<file path="src/rtl/xdot_acc.sv">
module xdot_acc #(
  parameter int HW   = 16,
  parameter int NACC = 4
) (
  input  logic                    clk,
  input  logic                    rst,
  input  logic                    in_valid,
  input  logic [$clog2(NACC)-1:0] in_sel,
  input  logic [2*HW-1:0]         in_a,
  input  logic [2*HW-1:0]         in_b,
  input  logic [$clog2(NACC)-1:0] rd_sel,
  output logic [2*HW-1:0]         rd_hi,
  output logic [2*HW-1:0]         rd_lo,
  output logic [4*HW-1:0]         rd_hi_sx,
  output logic [4*HW-1:0]         rd_lo_sx
);
  localparam int WW = 2 * HW;
  localparam int AW = 4 * HW;

  logic signed [HW-1:0] a_hi, a_lo, b_hi, b_lo;
  logic signed [WW-1:0] prod_x, prod_y;
  logic signed [WW:0]   dotp;
  logic [AW-1:0]        acc_q [NACC];
  logic [AW-1:0]        acc_sum;
  logic [AW-1:0]        rd_word;

  assign a_hi = in_a[WW-1:HW];
  assign a_lo = in_a[HW-1:0];
  assign b_hi = in_b[WW-1:HW];
  assign b_lo = in_b[HW-1:0];

  assign prod_x = a_hi * b_lo;
  assign prod_y = a_lo * b_hi;
  assign dotp   = {prod_x[WW-1], prod_x} + {prod_y[WW-1], prod_y};

  assign acc_sum = acc_q[in_sel] + {{(AW-WW-1){dotp[WW]}}, dotp};

  always_ff @(posedge clk) begin
    if (rst) begin
      for (int k = 0; k < NACC; k++) acc_q[k] <= '0;
    end else if (in_valid) begin
      acc_q[in_sel] <= acc_sum;
    end
  end

  assign rd_word  = acc_q[rd_sel];
  assign rd_hi    = rd_word[AW-1:WW];
  assign rd_lo    = rd_word[WW-1:0];
  assign rd_hi_sx = {{WW{rd_hi[WW-1]}}, rd_hi};
  assign rd_lo_sx = {{WW{rd_lo[WW-1]}}, rd_lo};

  // independent wide-arithmetic view of the step, used only by the checks
  logic signed [AW-1:0] wx_ahi, wx_alo, wx_bhi, wx_blo, chk_dot;
  assign wx_ahi  = AW'(a_hi);
  assign wx_alo  = AW'(a_lo);
  assign wx_bhi  = AW'(b_hi);
  assign wx_blo  = AW'(b_lo);
  assign chk_dot = wx_ahi * wx_blo + wx_alo * wx_bhi;

  localparam logic [HW-1:0] HMIN = {1'b1, {(HW-1){1'b0}}};

  always_comb begin
    if (a_hi == HMIN && b_lo == HMIN)
      p_min_square_r3: assert (prod_x == WW'(1) << (WW-2));
    if (!(dotp[WW] == dotp[WW-1]))
      p_dot_span_r3: assert (dotp == (WW+1)'(1) << (WW-1));
  end

  for (genvar k = 0; k < NACC; k++) begin : g_chk
    p_clear_r6: assert property (@(posedge clk)
      rst |=> (acc_q[k] == '0));

    p_hold_other_r5: assert property (@(posedge clk) disable iff (rst)
      !(in_valid && in_sel == k) |=> $stable(acc_q[k]));

    p_step_sum_r4: assert property (@(posedge clk) disable iff (rst)
      (in_valid && in_sel == k) |=> (acc_q[k] == $past(acc_q[k] + AW'(chk_dot))));
  end
endmodule

</file>
<file path="config.mk">
export PLATFORM = sky130hd
export DESIGN_NAME = xdot_acc
export DESIGN_NICKNAME = d
export VERILOG_FILES = /design/src/rtl/xdot_acc.sv
export SDC_FILE = /design/constraint.sdc
export NUM_CORES = 2
export LEC_CHECK = 0
export BUFFER_PORTS_ARGS = -buffer_cell sky130_fd_sc_hd__buf_2
export CORE_ASPECT_RATIO = 1.1
export CORE_UTILIZATION = 55
export CTS_CLUSTER_SIZE = 16
export DETAILED_ROUTE_END_ITERATION = 10
export GPL_TIMING_DRIVEN = 0
export PLACE_DENSITY = 0.75
export SYNTH_ARGS = -nofsm -noshare
export SYNTH_HDL_FRONTEND = slang
export SYNTH_SLANG_ARGS = --single-unit
</file>
<file path="constraint.sdc">
create_clock -name clk -period 15.5 [get_ports clk]
set_input_delay 1.55 -clock clk [delete_from_list [all_inputs] [get_ports clk]]
set_output_delay 1.55 -clock clk [all_outputs]
set_load 0.01 [all_outputs]
</file>
==> flow_summary.yaml <==
sta:
  max_slew_margin_pct: 6.912
  fmax_ghz: 0.06905
  finalCritPeriodShare_pct: 93.44
  clock_skew_ns: 0.02136
  tns_ns: 0
  hold_violations: 0
  holdWs_ns: 0.9508
  drv_slew: 0
  setup_viol: 0
  fin_crit_ns: 14.48
  rsz0062_at_grt: "no"
  tightestPinTransition_ns: 1.386
global_routing:
  antenna_found_initial: 3
  grt_use_total_pct: 30.17
  gr-total-overflow: 0
  grt_first_pass_wirelength_mm: 157.2
  grt_pass1_vias: 28280
  grt_start_max_net_pins: 45
finish:
  largest_reg_flops: 256
  antenna_cells: 0
  area_growth_pct: 8.981
  drive_gt1_share_pct: 15.28
  fillers: 5537
  top_register: "acc_q"
  nets: 4738
  final_core_util_pct: 60.67
  top_regs: "acc_q x256"
  final-instance-count-excl-fill: 4751
drt:
  drt_iter0_markers: 1916
  wl_mm: 99.54
  ant_nets: 0
  route.detailed.drc: 0
  vias: 26900
  dr.pass1.iters: 6
  via_per_inst: 5.662
  wl_per_cell_um: 20.95
setup_path:
  cp.arrival_ns: 14.76
  r2r_setup_slack_ns: 10.05
  r2r_cells: 16
  slowest_delay_ns: 0.77
  timing.rr.start: "acc_q[3][0]"
  required_ns: 15.78
  critPathSlowestCell: "clkbuf_2"
  cp_max_fo: 31
  cpMostUsedCell: "fa_1"
  end_kind: "register"
  endpoint: "acc_q[0][57]"
  r2r_end: "acc_q[1][56]"
  critPathKind: "primary input to register"
  start_kind: "primary input"
  crit_start: "in_a[15]"
logic_synthesis:
  syn_nets: 4450
  yosys_warnings: 0
  synth_seq_cells: 256
  synth.avg_cell_area_um2: 10.30
  syn_area_mm2: 0.03696
  yosysSeqAreaShare_pct: 20.80
  synth_edf_count: 256
  synthArstFlopShare_pct: 0
  ys_types: 79
  ys.flop_type: "edfxtp_1"
  synth_cells: 3590
die:
  io-pin-count: 263
  die_h_um: 273.9
  start_util_pct: 55.67
  rows: 99
  die_x_um: 249.2
  core_mm2: 0.06639
  dieArea_mm2: 0.06825
clocking:
  ctsHoldBuffers: 0
  clockBufferDepth: 3
  ctsResizeCount: 0
  cts.sinks: 256
  clkTransAtPathRegs_ns: 0.06
  cts_setup_buffers: 0
  cts-root-buf: "clkbuf_16"
  cts_tree: "done"
  htree_levels: 1
  clock_latency_ns: 0.55
  numCtsBuffers: 24
placed_design:
  post-dp-hpwl_mm: 82.46
  gp_congestion: 0.9822
  io_buffers: 258
  place_inst: 4710
flow_run:
  cap_violations: 0
run_status:
  status: "finished clean"
min_path:
  hold_class: "register to register"
[cells in the final DEF (no fill, tap or decap), types with 10 or more instances in the layout]
cell type / synthesis / routed
buf_4: 128 / 128
o21ai_1: 10 / 10
clkbuf_1: 124 / 125
o21ai_0: 50 / 50
and2_1: 265 / 265
fa_1: 585 / 585
ha_1: 204 / 204
mux4_2: 127 / 127
buf_2: 3 / 261
nand2b_1: 23 / 20
edfxtp_1: 256 / 256
inv_1: 681 / 681
buf_1: 19 / 17
nand3_1: 40 / 40
a211oi_1: 11 / 11
nor2_1: 285 / 285
xnor2_1: 71 / 71
nand4_1: 15 / 15
nand2_1: 323 / 323
or2_2: 12 / 12
clkbuf_16: 0 / 25
o211ai_1: 12 / 12
a21o_1: 40 / 40
o21bai_1: 12 / 12
o21a_1: 13 / 13
xor2_1: 22 / 22
a21oi_1: 85 / 85
and3_1: 15 / 15
nor3_1: 29 / 29
[logic make-up (layout without fill, tap and decap cells)]
kind of cell | Yosys count | count (layout) | share of synthesized area [%]
AO/OA/AOI/OAI | 296 | 296 | 5.362
AND/OR/NAND/NOR | 1056 | 1056 | 13.66
adder cells (fa/ha/maj) | 790 | 790 | 38.62
flip-flops | 256 | 256 | 20.80
multiplexers | 137 | 137 | 8.016
buffers and inverters | 957 | 1260 | 11.05
XOR/XNOR | 98 | 98 | 2.495
[through the flow]
stage	setup WS (ns)	cell area (um^2)
finish	1.017	40280
global route	0.5117	40280
CTS	1.160	40280
detailed placement	0.6716	39470
global placement	0.09151	39330
floorplan	3.233	36960
[synth_stat cells, types with 50 or more instances]
cell type / instances / share of area, %
inv_1: 681 / 6.9
fa_1: 585 / 32
nand2_1: 323 / 3.3
nor2_1: 285 / 2.9
and2_1: 265 / 4.5
edfxtp_1: 256 / 21
ha_1: 204 / 6.9
buf_4: 128 / 2.6
mux4_2: 127 / 7.7
clkbuf_1: 124 / 1.3
a21oi_1: 85 / 1.2
xnor2_1: 71 / 1.7
o21ai_0: 50 / 0.68
[per-layer routing]
| metal | up-vias | track usage, % | routed length (um) |
|---|---|---|---|
| met2 | 1136 | 53.16 | 50320 |
| li1 | 11910 | - | - |
| met3 | 296 | 2.886 | 6803 |
| met4 | 6 | 16.88 | 6492 |
| met5 | - | 0 | 42 |
| met1 | 13550 | 36.63 | 35890 |
[worst max-delay path: cells and delay by family]
kind            cells  cell delay [ns]
compound gates     11             3.00
xor+xnor            1             0.39
fa+ha+maj          10             5.22
buf+inv            10             2.71
simple gates        7             1.85
[how the worst min path moves through the flow]
stage / from / endpoint / slack (ns) / depth (start not counted)
5_1_grt: acc_q[3][0] / acc_q[1][0] / 1.00 / 3
6_report: acc_q[1][0] / acc_q[1][0] / 0.95 / 3
2_1_floorplan: acc_q[2][57] / acc_q[3][57] / 0.88 / 3
4_1_cts: acc_q[1][0] / acc_q[1][0] / 0.95 / 3
3_5_place_dp: acc_q[1][0] / acc_q[1][0] / 0.93 / 3
3_3_place_gp: acc_q[2][0] / acc_q[0][0] / 0.93 / 3
[final cells by class]
type / instances / area [um^2] / area share, %
Multi-Input combinational cell: 2377 / 25230 / 62.63
Sequential cell: 256 / 7687 / 19.08
Inverter: 682 / 2560 / 6.355
Buffer: 275 / 1528 / 3.793
Timing Repair Buffer: 262 / 1394 / 3.460
Tap cell: 858 / 1074 / 2.665
Clock buffer: 27 / 633.1 / 1.572
Clock inverter: 14 / 178.9 / 0.4442
Power is not shown: default switching activity piles up to over one toggle a cycle in this logic, so the estimate is an artifact.
